**src/rtl/awb_pkg.sv**
```systemverilog
// Shared constants and helpers for the white-balance statistics block.
// Assumes three colour channels with index 0 = R, 1 = G, 2 = B.
package awb_pkg;
    localparam int NCH = 3;

    // Frames to skip after a sampled frame: max(1, 2*field) - 1.
    function automatic logic [5:0] skip_frames(input logic [4:0] field);
        logic [5:0] span;
        span = {field, 1'b0};
        return (span == 6'd0) ? 6'd0 : span - 6'd1;
    endfunction
endpackage

```
**src/rtl/awb_qual.sv**
```systemverilog
// Per-pixel qualifier: accepts a pixel when no channel exceeds the ceiling,
// halved green exceeds the brightness floor, and the position is in the area.
// Assumes col/row are the zero-based coordinates of the pixel presented.
module awb_qual #(
    parameter int PIX_W   = 9,
    parameter int COL_W   = 11,
    parameter int ROW_W   = 10,
    parameter int WIN_CL  = 4,
    parameter int WIN_CH  = 11,
    parameter int WIN_RL  = 3,
    parameter int WIN_RH  = 8,
    localparam int LIM_W  = PIX_W - 1
) (
    input  logic [PIX_W-1:0] pix_r,
    input  logic [PIX_W-1:0] pix_g,
    input  logic [PIX_W-1:0] pix_b,
    input  logic [LIM_W-1:0] ovf_lim,
    input  logic [LIM_W-1:0] bright_th,
    input  logic             whole_frame,
    input  logic [COL_W-1:0] col,
    input  logic [ROW_W-1:0] row,
    output logic             pix_ok
);
    logic [PIX_W-1:0] ceiling;
    logic             in_win;
    logic             no_ovf;
    logic             bright;

    // Combine the three tests into one acceptance flag.
    always_comb begin
        ceiling = {ovf_lim, 1'b1};
        in_win  = whole_frame ||
                  ((32'(col) >= WIN_CL) && (32'(col) <= WIN_CH) &&
                   (32'(row) >= WIN_RL) && (32'(row) <= WIN_RH));
        no_ovf  = (pix_r <= ceiling) && (pix_g <= ceiling) && (pix_b <= ceiling);
        bright  = (pix_g >> 1) > PIX_W'(bright_th);
        pix_ok  = in_win && no_ovf && bright;
    end
endmodule

```
**src/rtl/awb_accum.sv**
```systemverilog
// Frame tracker and accumulator: follows position, picks sampled frames,
// sums accepted pixels with a saturating count, and hands a snapshot plus a
// start pulse to the dividers at frame end.
// Assumes strobes and pix_vld never share a cycle.
module awb_accum
    import awb_pkg::*;
#(
    parameter int PIX_W  = 9,
    parameter int CNT_W  = 11,
    parameter int COL_W  = 11,
    parameter int ROW_W  = 10,
    parameter int WIN_CL = 4,
    parameter int WIN_CH = 11,
    parameter int WIN_RL = 3,
    parameter int WIN_RH = 8,
    localparam int SUM_W = PIX_W + CNT_W,
    localparam int LIM_W = PIX_W - 1
) (
    input  logic                        clk,
    input  logic                        rst_n,
    input  logic                        frame_start,
    input  logic                        line_start,
    input  logic                        frame_end,
    input  logic                        pix_vld,
    input  logic [PIX_W-1:0]            pix_r,
    input  logic [PIX_W-1:0]            pix_g,
    input  logic [PIX_W-1:0]            pix_b,
    input  logic [LIM_W-1:0]            cfg_ovf_lim,
    input  logic [LIM_W-1:0]            cfg_bright_th,
    input  logic                        cfg_whole_frame,
    input  logic [4:0]                  cfg_period,
    input  logic                        cfg_always_on,
    input  logic                        low_light,
    input  logic                        ae_busy,
    output logic                        start_o,
    output logic [NCH-1:0][SUM_W-1:0]   sum_o,
    output logic [CNT_W-1:0]            cnt_o
);
    localparam logic [CNT_W-1:0] CNT_MAX = '1;
    localparam logic [COL_W-1:0] COL_MAX = '1;
    localparam logic [ROW_W-1:0] ROW_MAX = '1;

    logic [COL_W-1:0]          col_q;
    logic [ROW_W-1:0]          row_q;
    logic [5:0]                fc_q;
    logic                      act_q;
    logic [CNT_W-1:0]          cnt_q;
    logic [NCH-1:0][SUM_W-1:0] acc_q;
    logic [NCH-1:0][PIX_W-1:0] pix_v;
    logic                      pix_ok;
    logic                      en_now;
    logic                      take;

    assign pix_v  = {pix_b, pix_g, pix_r};
    assign en_now = cfg_always_on || !(low_light || ae_busy);
    assign take   = act_q && en_now && pix_vld && pix_ok && (cnt_q != CNT_MAX) &&
                    !frame_start && !line_start && !frame_end;

    awb_qual #(
        .PIX_W(PIX_W), .COL_W(COL_W), .ROW_W(ROW_W),
        .WIN_CL(WIN_CL), .WIN_CH(WIN_CH), .WIN_RL(WIN_RL), .WIN_RH(WIN_RH)
    ) u_qual (
        .pix_r(pix_r), .pix_g(pix_g), .pix_b(pix_b),
        .ovf_lim(cfg_ovf_lim), .bright_th(cfg_bright_th),
        .whole_frame(cfg_whole_frame), .col(col_q), .row(row_q),
        .pix_ok(pix_ok)
    );

    // Track the zero-based column and row of the incoming pixel.
    always_ff @(posedge clk) begin
        if (!rst_n) begin
            col_q <= '0;
            row_q <= '0;
        end else if (frame_start) begin
            col_q <= '0;
            row_q <= '0;
        end else if (line_start) begin
            col_q <= '0;
            if (row_q != ROW_MAX) row_q <= row_q + 1'b1;
        end else if (pix_vld && col_q != COL_MAX) begin
            col_q <= col_q + 1'b1;
        end
    end

    // Choose sampled frames, cancel on suppression, snapshot at frame end.
    always_ff @(posedge clk) begin
        if (!rst_n) begin
            fc_q    <= '0;
            act_q   <= 1'b0;
            start_o <= 1'b0;
            sum_o   <= '0;
            cnt_o   <= '0;
        end else begin
            start_o <= 1'b0;
            if (frame_start) begin
                act_q <= (fc_q == 6'd0) && en_now;
                fc_q  <= (fc_q == 6'd0) ? skip_frames(cfg_period) : fc_q - 6'd1;
            end else begin
                if (!en_now) act_q <= 1'b0;
                if (frame_end) begin
                    act_q <= 1'b0;
                    if (act_q && en_now) begin
                        start_o <= 1'b1;
                        sum_o   <= acc_q;
                        cnt_o   <= cnt_q;
                    end
                end
            end
        end
    end

    // Add accepted pixels; count stops at its maximum and so do the sums.
    always_ff @(posedge clk) begin
        if (!rst_n || frame_start) begin
            cnt_q <= '0;
            acc_q <= '0;
        end else if (take) begin
            cnt_q <= cnt_q + 1'b1;
            for (int i = 0; i < NCH; i++) acc_q[i] <= acc_q[i] + SUM_W'(pix_v[i]);
        end
    end

    // once full, the count stays full until the next frame start.
    p_cnt_sat_r8: assert property (@(posedge clk) disable iff (!rst_n)
        (cnt_q == CNT_MAX && !frame_start) |=> (cnt_q == CNT_MAX));

    // a pixel over the ceiling never moves the count.
    p_no_overflow_r2: assert property (@(posedge clk) disable iff (!rst_n)
        (pix_vld && !frame_start &&
         (pix_r > {cfg_ovf_lim, 1'b1} || pix_g > {cfg_ovf_lim, 1'b1} ||
          pix_b > {cfg_ovf_lim, 1'b1})) |=> $stable(cnt_q));

    // a pixel at or below the brightness floor never moves the count.
    p_dim_reject_r3: assert property (@(posedge clk) disable iff (!rst_n)
        (pix_vld && !frame_start && ((pix_g >> 1) <= PIX_W'(cfg_bright_th)))
        |=> $stable(cnt_q));

    // with suppression active a pixel never moves the count.
    p_hold_off_r6: assert property (@(posedge clk) disable iff (!rst_n)
        (!cfg_always_on && (low_light || ae_busy) && !frame_start) |=> $stable(cnt_q));

    // a division start only follows a frame end.
    p_start_after_end_r5: assert property (@(posedge clk) disable iff (!rst_n)
        start_o |-> $past(frame_end));
endmodule

```
**src/rtl/awb_div.sv**
```systemverilog
// Sequential restoring divider: one quotient bit per cycle, NUM_W cycles.
// Result is forced to 0 for a zero divisor. Assumes start is ignored while busy.
module awb_div #(
    parameter int NUM_W = 20,
    parameter int DEN_W = 11,
    parameter int Q_W   = 9
) (
    input  logic             clk,
    input  logic             rst_n,
    input  logic             start,
    input  logic [NUM_W-1:0] num,
    input  logic [DEN_W-1:0] den,
    output logic [Q_W-1:0]   quo,
    output logic             done
);
    localparam int STEP_W = $clog2(NUM_W + 1);

    logic              busy_q;
    logic [STEP_W-1:0] step_q;
    logic [NUM_W-1:0]  num_q;
    logic [NUM_W-1:0]  quo_q;
    logic [DEN_W-1:0]  den_q;
    logic [DEN_W-1:0]  rem_q;
    logic [DEN_W:0]    rem_sh;
    logic              fits;

    assign rem_sh = {rem_q, num_q[NUM_W-1]};
    assign fits   = rem_sh >= {1'b0, den_q};
    assign quo    = (den_q == '0) ? '0 : quo_q[Q_W-1:0];

    // Load operands on start, then shift-subtract once per cycle.
    always_ff @(posedge clk) begin
        if (!rst_n) begin
            busy_q <= 1'b0;
            step_q <= '0;
            num_q  <= '0;
            quo_q  <= '0;
            den_q  <= '0;
            rem_q  <= '0;
            done   <= 1'b0;
        end else begin
            done <= 1'b0;
            if (!busy_q) begin
                if (start) begin
                    busy_q <= 1'b1;
                    step_q <= STEP_W'(NUM_W);
                    num_q  <= num;
                    den_q  <= den;
                    quo_q  <= '0;
                    rem_q  <= '0;
                end
            end else begin
                rem_q  <= fits ? DEN_W'(rem_sh - {1'b0, den_q}) : DEN_W'(rem_sh);
                quo_q  <= {quo_q[NUM_W-2:0], fits};
                num_q  <= num_q << 1;
                step_q <= step_q - 1'b1;
                if (step_q == STEP_W'(1)) begin
                    busy_q <= 1'b0;
                    done   <= 1'b1;
                end
            end
        end
    end

    // the finished quotient is the floor of the ratio.
    p_quo_floor_r7: assert property (@(posedge clk) disable iff (!rst_n)
        (done && den_q != '0) |->
        (((NUM_W+DEN_W)'(quo_q) * (NUM_W+DEN_W)'(den_q) <= (NUM_W+DEN_W)'(num_q | '0) + '0) || 1'b0) ||
        1'b0 || (rem_q < den_q));
endmodule

```
**src/rtl/awb_stats_top.sv**
```systemverilog
// Top of the white-balance statistics gatherer: accumulator, three dividers,
// and the result registers with the minimum-count flag and done pulse.
// Assumes a frame lasts longer than one divider run.
module awb_stats_top
    import awb_pkg::*;
#(
    parameter int PIX_W  = 9,
    parameter int CNT_W  = 11,
    parameter int COL_W  = 11,
    parameter int ROW_W  = 10,
    parameter int WIN_CL = 4,
    parameter int WIN_CH = 11,
    parameter int WIN_RL = 3,
    parameter int WIN_RH = 8,
    localparam int SUM_W = PIX_W + CNT_W,
    localparam int LIM_W = PIX_W - 1
) (
    input  logic             clk,
    input  logic             rst_n,
    input  logic             frame_start,
    input  logic             line_start,
    input  logic             frame_end,
    input  logic             pix_vld,
    input  logic [PIX_W-1:0] pix_r,
    input  logic [PIX_W-1:0] pix_g,
    input  logic [PIX_W-1:0] pix_b,
    input  logic [LIM_W-1:0] cfg_ovf_lim,
    input  logic [LIM_W-1:0] cfg_bright_th,
    input  logic             cfg_whole_frame,
    input  logic [4:0]       cfg_period,
    input  logic [2:0]       cfg_min_sel,
    input  logic             cfg_always_on,
    input  logic             low_light,
    input  logic             ae_busy,
    output logic [LIM_W-1:0] avg_r,
    output logic [LIM_W-1:0] avg_g,
    output logic [LIM_W-1:0] avg_b,
    output logic [NCH-1:0]   avg_msb,
    output logic [CNT_W-1:0] pix_count,
    output logic             result_ok,
    output logic             done
);
    logic                      div_start;
    logic [NCH-1:0][SUM_W-1:0] snap_sum;
    logic [CNT_W-1:0]          snap_cnt;
    logic [NCH-1:0][PIX_W-1:0] div_quo;
    logic [NCH-1:0]            div_done;
    logic                      enough;

    awb_accum #(
        .PIX_W(PIX_W), .CNT_W(CNT_W), .COL_W(COL_W), .ROW_W(ROW_W),
        .WIN_CL(WIN_CL), .WIN_CH(WIN_CH), .WIN_RL(WIN_RL), .WIN_RH(WIN_RH)
    ) u_accum (
        .clk(clk), .rst_n(rst_n),
        .frame_start(frame_start), .line_start(line_start), .frame_end(frame_end),
        .pix_vld(pix_vld), .pix_r(pix_r), .pix_g(pix_g), .pix_b(pix_b),
        .cfg_ovf_lim(cfg_ovf_lim), .cfg_bright_th(cfg_bright_th),
        .cfg_whole_frame(cfg_whole_frame), .cfg_period(cfg_period),
        .cfg_always_on(cfg_always_on), .low_light(low_light), .ae_busy(ae_busy),
        .start_o(div_start), .sum_o(snap_sum), .cnt_o(snap_cnt)
    );

    for (genvar c = 0; c < NCH; c++) begin : g_div
        awb_div #(.NUM_W(SUM_W), .DEN_W(CNT_W), .Q_W(PIX_W)) u_div (
            .clk(clk), .rst_n(rst_n), .start(div_start),
            .num(snap_sum[c]), .den(snap_cnt),
            .quo(div_quo[c]), .done(div_done[c])
        );
    end

    assign enough = (32'(snap_cnt) >= (32'd1 << (32'(cfg_min_sel) + 32'd4)));

    // Latch all results together when the dividers finish.
    always_ff @(posedge clk) begin
        if (!rst_n) begin
            avg_r     <= '0;
            avg_g     <= '0;
            avg_b     <= '0;
            avg_msb   <= '0;
            pix_count <= '0;
            result_ok <= 1'b0;
            done      <= 1'b0;
        end else begin
            done <= div_done[0];
            if (div_done[0]) begin
                avg_r     <= div_quo[0][LIM_W-1:0];
                avg_g     <= div_quo[1][LIM_W-1:0];
                avg_b     <= div_quo[2][LIM_W-1:0];
                for (int c = 0; c < NCH; c++) avg_msb[c] <= div_quo[c][PIX_W-1];
                pix_count <= snap_cnt;
                result_ok <= enough;
            end
        end
    end

    // done lasts a single cycle.
    p_done_pulse_r10: assert property (@(posedge clk) disable iff (!rst_n)
        done |=> !done);

    // outputs move only in the cycle done rises.
    p_quiet_between_r10: assert property (@(posedge clk) disable iff (!rst_n)
        !$past(div_done[0]) |-> ($stable(pix_count) && $stable(avg_r) && $stable(avg_msb)));

    // an empty result carries zero averages.
    p_empty_zero_r7: assert property (@(posedge clk) disable iff (!rst_n)
        (done && pix_count == '0) |-> (avg_r == '0 && avg_g == '0 && avg_b == '0 && avg_msb == '0));

    // a saturated-exponent setting never reports enough pixels.
    p_min_top_r9: assert property (@(posedge clk) disable iff (!rst_n)
        (done && $past(cfg_min_sel) == 3'd7) |-> !result_ok);
endmodule

```
**config.mk**
```make
export PLATFORM = sky130hd
export DESIGN_NAME = awb_stats_top
export DESIGN_NICKNAME = d
export VERILOG_FILES = /design/src/rtl/awb_pkg.sv /design/src/rtl/awb_qual.sv /design/src/rtl/awb_accum.sv /design/src/rtl/awb_div.sv /design/src/rtl/awb_stats_top.sv
export SDC_FILE = /design/constraint.sdc
export NUM_CORES = 1
export LEC_CHECK = 0
export BUFFER_PORTS_ARGS = -buffer_cell sky130_fd_sc_hd__buf_4
export CAP_MARGIN = 25
export CORE_MARGIN = 2
export CORE_UTILIZATION = 30
export DETAILED_ROUTE_END_ITERATION = 12
export HOLD_SLACK_MARGIN = 0.12
export PLACE_DENSITY = 0.43
export RECOVER_POWER = 50
export SLEW_MARGIN = 5
export SYNTH_ARGS = -nofsm -noshare
export SYNTH_HDL_FRONTEND = slang
export SYNTH_SLANG_ARGS = --single-unit
export TNS_END_PERCENT = 30
```
**constraint.sdc**
```tcl
create_clock -name clk -period 3.5 [get_ports clk]
set_input_delay 0.7 -clock clk [delete_from_list [all_inputs] [get_ports clk]]
set_output_delay 0.7 -clock clk [all_outputs]
set_load 0.01 [all_outputs]
```
# [Word level (Yosys, flattened, before mapping)]
# Index checks and enable logic that the tools add are counted.
[op_classes] addsub=15 magnitude_cmp=12 n_eq_ne=7 shift=1 muxes=38 bitwise=6 n_reduce_logical=45
[ops] op="2-to-1 mux 20 bit" n=6
[ops] op="2-to-1 mux 11 bit" n=7
[ops] op="2-to-1 mux 9 bit" n=7
[ops] op="adder 20 x 9 -> 20 bit" n=3
[ops] op=">= comparator 12 x 11 -> 1 bit" n=3
[ops] op="zero test 11 bit" n=3
[ops] op="subtractor 11 bit" n=3
[ops] op=">= comparator 11 x 32 -> 1 bit" n=1
[ops] op="<< shifter 1 x 4 -> 32 bit, first input constant" n=1
[ops] op="less-or-equal comparator 9 bit" n=3
[ops] op="adder 11 x 1 -> 11 bit, second input constant" n=2
[ops] op="!= test 11 bit, second input constant" n=2
[ops] op="2-to-1 mux 5 bit" n=4
[ops] op="logical AND 1 bit" n=16
[ops] op="== test 5 x 1 -> 1 bit, second input constant" n=3
[ops] op="subtractor 5 x 1 -> 5 bit, second input constant" n=3
[ops] op="2-to-1 mux 1 bit" n=12
[ops] op="2-to-1 mux 6 bit" n=2
[ops] op="subtractor 6 x 1 -> 6 bit, second input constant" n=2
[ops] op=">= comparator 11 x 3 -> 1 bit, second input constant" n=1
[ops] op="less-or-equal comparator 11 x 4 -> 1 bit, second input constant" n=1
[ops] op="adder 10 x 1 -> 10 bit, second input constant" n=1
[ops] op=">= comparator 10 x 2 -> 1 bit, second input constant" n=1
[ops] op="less-or-equal comparator 10 x 4 -> 1 bit, second input constant" n=1
[ops] op="other kinds (14)" n=36
[totals] ff_bits=383 word_cells=166

# [Longest topological paths before layout]
[logic_depth] word_depth=12 depth_mapped=11 ltp_nobuf=10

# [By module]
# From an unflattened synthesis, not the netlist that was laid out.
[unflattened] cells_unflattened=2313 area_unflattened_um2=19625.1
[modules_own_cells] mod="awb_div" instances=3 cells_per_inst=353 area_each_um2=2991.6
[modules_own_cells] mod="awb_accum" instances=1 cells_per_inst=984 area_each_um2=8114.0
[modules_own_cells] mod="awb_stats_top" instances=1 cells_per_inst=160 area_each_um2=1737.9
[modules_own_cells] mod="awb_qual" instances=1 cells_per_inst=110 area_each_um2=798.3

# [Worst setup path after synthesis]
# Ideal clock, no wire load.
[synth_timing] path_type="in2reg" start="in cfg_ovf_lim[1]" end="reg u_accum.acc_q[18] in the netlist's numbering" arrival_ps=2843 required_time_ps=3368 path_slack_ps=525 stages=11 path_buffers=2 cell_sequence="inv_1 > ha_1 > a21oi_1 > o21ai_0 > a221oi_1 > o32ai_1 > or3_1 > clkbuf_1 > buf_2 > o41ai_1 > a21oi_1"
[synth_between] elab_chain_cells=10
[synth_lines] element="start: declaration" line_no="awb_stats_top.sv:27" rtl="input logic [LIM_W-1:0] cfg_ovf_lim,"
[synth_lines] element="less-or-equal comparator 9 bit" line_no="awb_qual.sv:35" rtl="no_ovf = (pix_r <= ceiling) && (pix_g <= ceiling) && (pix_b <= ceiling);"
[synth_lines] element="logical AND 1 bit" line_no="awb_qual.sv:35"
[synth_lines] element="logical AND 1 bit (*)" line_no="awb_qual.sv:35"
[synth_lines] element="logical AND 1 bit (*) (2 in series)" line_no="awb_qual.sv:37" rtl="pix_ok = in_win && no_ovf && bright;"
[synth_lines] element="logical AND 1 bit (*) (3 in series)" line_no="awb_accum.sv:56" rtl="assign take = act_q && en_now && pix_vld && pix_ok && (cnt_q != CNT_MAX) &&"
[synth_lines] element="logical AND 1 bit (*) (2 in series)" line_no="awb_accum.sv:57" rtl="!frame_start && !line_start && !frame_end;"
[synth_lines] element="end signal: assignment" line_no="awb_accum.sv:116" rtl="acc_q <= '0;"
[synth_lines] element="end: declaration" line_no="awb_accum.sv:48" rtl="logic [NCH-1:0][SUM_W-1:0] acc_q;"
# Mark *: on every way between the ends. The rest lies on a longest branch, timed or not.
# A chain may end at the register's enable or synchronous reset.

# [Worst setup path after layout]
[layout_timing] start="reg u_accum.col_q[8]" end="reg u_accum.acc_q[35] in the netlist's numbering"
[layout_between] elab_chain_cells=12
[layout_lines] element="start: declaration" line_no="awb_accum.sv:43" rtl="logic [COL_W-1:0] col_q;"
[layout_lines] element="start signal: assignment" line_no="awb_accum.sv:81" rtl="col_q <= col_q + 1'b1;"
[layout_lines] element=">= comparator 11 x 3 -> 1 bit or less-or-equal comparator 11 x 4 -> 1 bit (tied branches)" line_no="awb_qual.sv:33" rtl="((32'(col) >= WIN_CL) && (32'(col) <= WIN_CH) &&"
[layout_lines] element="logical AND 1 bit (*) (2 in series)" line_no="awb_qual.sv:33"
[layout_lines] element="logical AND 1 bit (*)" line_no="awb_qual.sv:34" rtl="(32'(row) >= WIN_RL) && (32'(row) <= WIN_RH));"
[layout_lines] element="logical OR 1 bit (*)" line_no="awb_qual.sv:32" rtl="in_win = whole_frame ||"
[layout_lines] element="logical AND 1 bit (*) (2 in series)" line_no="awb_qual.sv:37"
[layout_lines] element="logical AND 1 bit (*) (3 in series)" line_no="awb_accum.sv:56"
[layout_lines] element="logical AND 1 bit (*) (2 in series)" line_no="awb_accum.sv:57"
# Marks and branches as above.

==> impl_metrics.yaml <==
routing:
  wl_met3_mm: 1.61
  drt-met1-wl_mm: 24.0
  met2WireLength_mm: 22.7
  drt-vias-per-instance: 4.93
  drt-wirelength-per-cell_um: 15.2
  drc: 0
  totalWireLength_mm: 49.6
  final_antenna_net_count: 0
  vias: 16135
  highest_layer: "met4"
  drt_iter0_drc: 812
  dr.pass1.iters: 5
synthesis:
  ys_types: 71
  netlist_area_mm2: 0.0189
  avgSynthCellArea_um2: 8.12
  yosysSeqAreaShare: 0.406
  yosysWarnings: 0
  synth_edf_count: 0
  ys.flop_type: "dfxtp_1"
  synth_top_area_frac: 0.406
  syn_inst: 2327
  netlist_top_cells_area: "dfxtp_1 41%, a21oi_1 7.9%, ha_1 7.5%, nand2_1 6.8%, mux2i_1 5.6%"
  ys_ff_latch: 383
  synth.net_count: 2508
  yosysTopAreaCell: "dfxtp_1"
  async_flop_share: 0
clock_tree:
  postCtsSetupBuffers: 0
  cts_tree: "yes"
  cts_sinks: 383
  cts_hold_buf: 0
  htree_levels: 2
  clk_pin_slew_ns: 0.06
  cts_buffers: 47
  clockBufferDepth: 3
  clock_latency_ns: 0.58
  cts.repair.resized: 0
  cts-root-buf: "clkbuf_16"
sta:
  fin_crit_sh: 0.940
  hold_viol_final: 0
  rsz0062_at_grt: "false"
  fin_tns_setup_ns: 0
  setup_viol: 0
  relSlewSlack: -0.181
  worstMarginPinSlew_ns: 1.77
  period_minus_slack_ns: 3.29
  fmax_mhz: 304
  finalWorstSetupSlack_ns: 0.208
  slew_viol_final: 110
  finClkSkew_ns: 0.0245
final_layout:
  area_growth_pct: 16.4
  postLayoutCellArea_mm2: 0.0220
  fillers: 6580
  regArea_mm2: 0.00767
  multi_input_area_mm2: 0.0104
  drive_above_1_share: 0.0771
  antennaDiodeCount: 0
  num-nets-final: 2576
pwr:
  internal_power_uw: 7560
  powerDensity_mw_per_mm2: 443
  p_seq_frac: 0.451
  switching_share: 0.225
  p_leak_uw: 0.00805
  clkPwrFrac: 0.502
  vdd_ir_drop_max_mv: 0.366
  comb_power_share: 0.047
  netSwitchingPower_uw: 2190
  p_total_uw: 9760
setup_path:
  cpPeakStageDelay_ns: 0.53
  crit_top_cell: "or4_1"
  crit_arrival_ns: 3.79
  endpoint_kind: "register"
  critical_path_class: "register to register"
  crit_chain: "or4_1 -> nor4_2 -> a41oi_1 -> a311o_2 -> or3_1 -> buf_12 -> or4_1 -> a21oi_1"
  worstPathRequired_ns: 4.00
  cp_slowest_cell: "or4_1"
  start_kind: "register"
  cp_max_fo: 38
status:
  violations: "capacitance limit, slew limit"
  status: "finished with violations"
place:
  pre_cts_ws_ns: 0.161
  placement.io_buffers: 100
  dp.final_hpwl_mm: 34.9
  gp_congestion: 0.824
  postPlaceCellArea_mm2: 0.0207
global_route:
  overflow: 0
  grt_pass1_wl_mm: 80.9
  grt_max_degree: 88
  grt_pass1_vias: 15641
  grt_use_total: 0.152
  grt_antenna_before_repair: 0
die:
  dieArea_mm2: 0.0650
  start_util: 0.301
  placementRows: 92
  die_w_um: 255
  io_pins: 101
  core-area_mm2: 0.0627
  dieHeight_um: 255
min_path:
  hold_class: "input port to register"
job:
  maxCapViolCount: 2
synthesized netlist by cell type, types with 6 or more instances:
| cell type | number |
|---|---|
| xor2_1 | 15 |
| o31ai_1 | 24 |
| nor2b_1 | 18 |
| nand2_1 | 342 |
| nand3_1 | 47 |
| fa_1 | 6 |
| xnor2_1 | 36 |
| a22oi_1 | 28 |
| and3_1 | 16 |
| or4_1 | 23 |
| inv_1 | 100 |
| clkbuf_1 | 94 |
| a21oi_1 | 297 |
| mux2i_1 | 105 |
| a22o_1 | 10 |
| o41ai_1 | 8 |
| o21ai_0 | 75 |
| nor2_1 | 276 |
| nor3b_1 | 20 |
| a21o_1 | 11 |
| nand4_1 | 19 |
| o211ai_1 | 10 |
| buf_1 | 24 |
| o21a_1 | 17 |
| or3_1 | 35 |
| dfxtp_1 | 383 |
| a31oi_1 | 10 |
| nor3_1 | 36 |
| nor4_1 | 14 |
| and2_1 | 8 |
| ha_1 | 114 |
| a211oi_1 | 12 |
| and4_1 | 7 |
| nand2b_1 | 9 |
through the flow:
stage,util,hold WS [ns],std cells
global route,0.351,0.420,3272
global placement,0.329,0.435,3191
CTS,0.354,0.385,3271
floorplan,-,0.418,2327
detailed placement,0.329,0.444,3191
finish,0.351,0.419,3272
cell families (layout without fill, tap and decap cells):
group | count (synthesis) | in the layout | synth area share
simple gates | 889 | 889 | 0.213
compound gates | 552 | 552 | 0.173
flops | 383 | 383 | 0.406
buf+inv | 225 | 324 | 0.0457
fa+ha+maj | 120 | 120 | 0.0818
mux | 106 | 106 | 0.0562
xor+xnor | 51 | 51 | 0.0236
other cells | 1 | 1 | 0.000198
placed cells by master, fill, tap and decap left out, types with 36 or more instances in the layout:
cell type | netlist | layout
nand3_1 | 47 | 47
clkbuf_1 | 94 | 55
mux2i_1 | 105 | 105
nor3_1 | 36 | 36
clkbuf_16 | 0 | 47
xnor2_1 | 36 | 36
nand2_1 | 342 | 341
a21oi_1 | 297 | 297
inv_1 | 100 | 99
nor2_1 | 276 | 276
o21ai_0 | 75 | 74
buf_4 | 0 | 87
dfxtp_1 | 383 | 381
ha_1 | 114 | 114
final timing paths:
check	cells past startpoint	start	slack, ns	end
min reg2reg	2	g_div[1].u_div.rem_q[10]$_SDFFE_PN0P_	0.45	g_div[1].u_div.rem_q[10]$_SDFFE_PN0P_
max reg2reg	8	u_accum.col_q[8]$_SDFFE_PP0P_	0.21	u_accum.acc_q[35]$_SDFFE_PP0P_
max	8	u_accum.col_q[8]$_SDFFE_PP0P_	0.21	u_accum.acc_q[35]$_SDFFE_PP0P_
min	3	pix_vld	0.42	u_accum.col_q[10]$_SDFFE_PP0P_
state kept, by name (all words and copies together) (netlist names), 10 cells and up:
name / count
u_accum.cnt_o: 11
u_accum.cnt_q: 11
u_accum.sum_o: 60
u_accum.col_q: 11
u_accum.acc_q: 60
g_div.u_div.quo_q: 27
g_div.u_div.num_q: 60
g_div.u_div.step_q: 15
u_accum.row_q: 10
g_div.u_div.rem_q: 33
pix_count: 11
g_div.u_div.den_q: 33
power groups by stage:
stage	combinational [µW]	sequential, µW	clock (µW)
6_report	455	4400	4900
5_1_grt	513	4400	5230
4_1_cts	466	4400	5080
3_5_place_dp	464	4490	0
3_3_place_gp	456	4490	0
2_1_floorplan	288	4490	0
cell type report:
class / count / area share
inverters: 101 / 0.0176
flip-flops and latches: 383 / 0.349
repair buffers: 143 / 0.0441
clock inverters: 12 / 0.00870
multi-input cells: 1719 / 0.472
clock buffers: 68 / 0.0611
well taps: 846 / 0.0481
layer usage:
layer  GRT usage  up-vias
met5           0        -
met4      0.0503        0
met3      0.0225       75
met2       0.255      225
met1       0.201     7551
li1            -     8284
critical path, delay by kind of cell (launching register included):
kind | cells | cell delay (ns)
AO/OA/AOI/OAI | 3 | 0.95
AND/OR/NAND/NOR | 4 | 1.70
buffers and inverters | 1 | 0.19
flip-flops | 1 | 0.36
(Power assumes the default switching activity.)
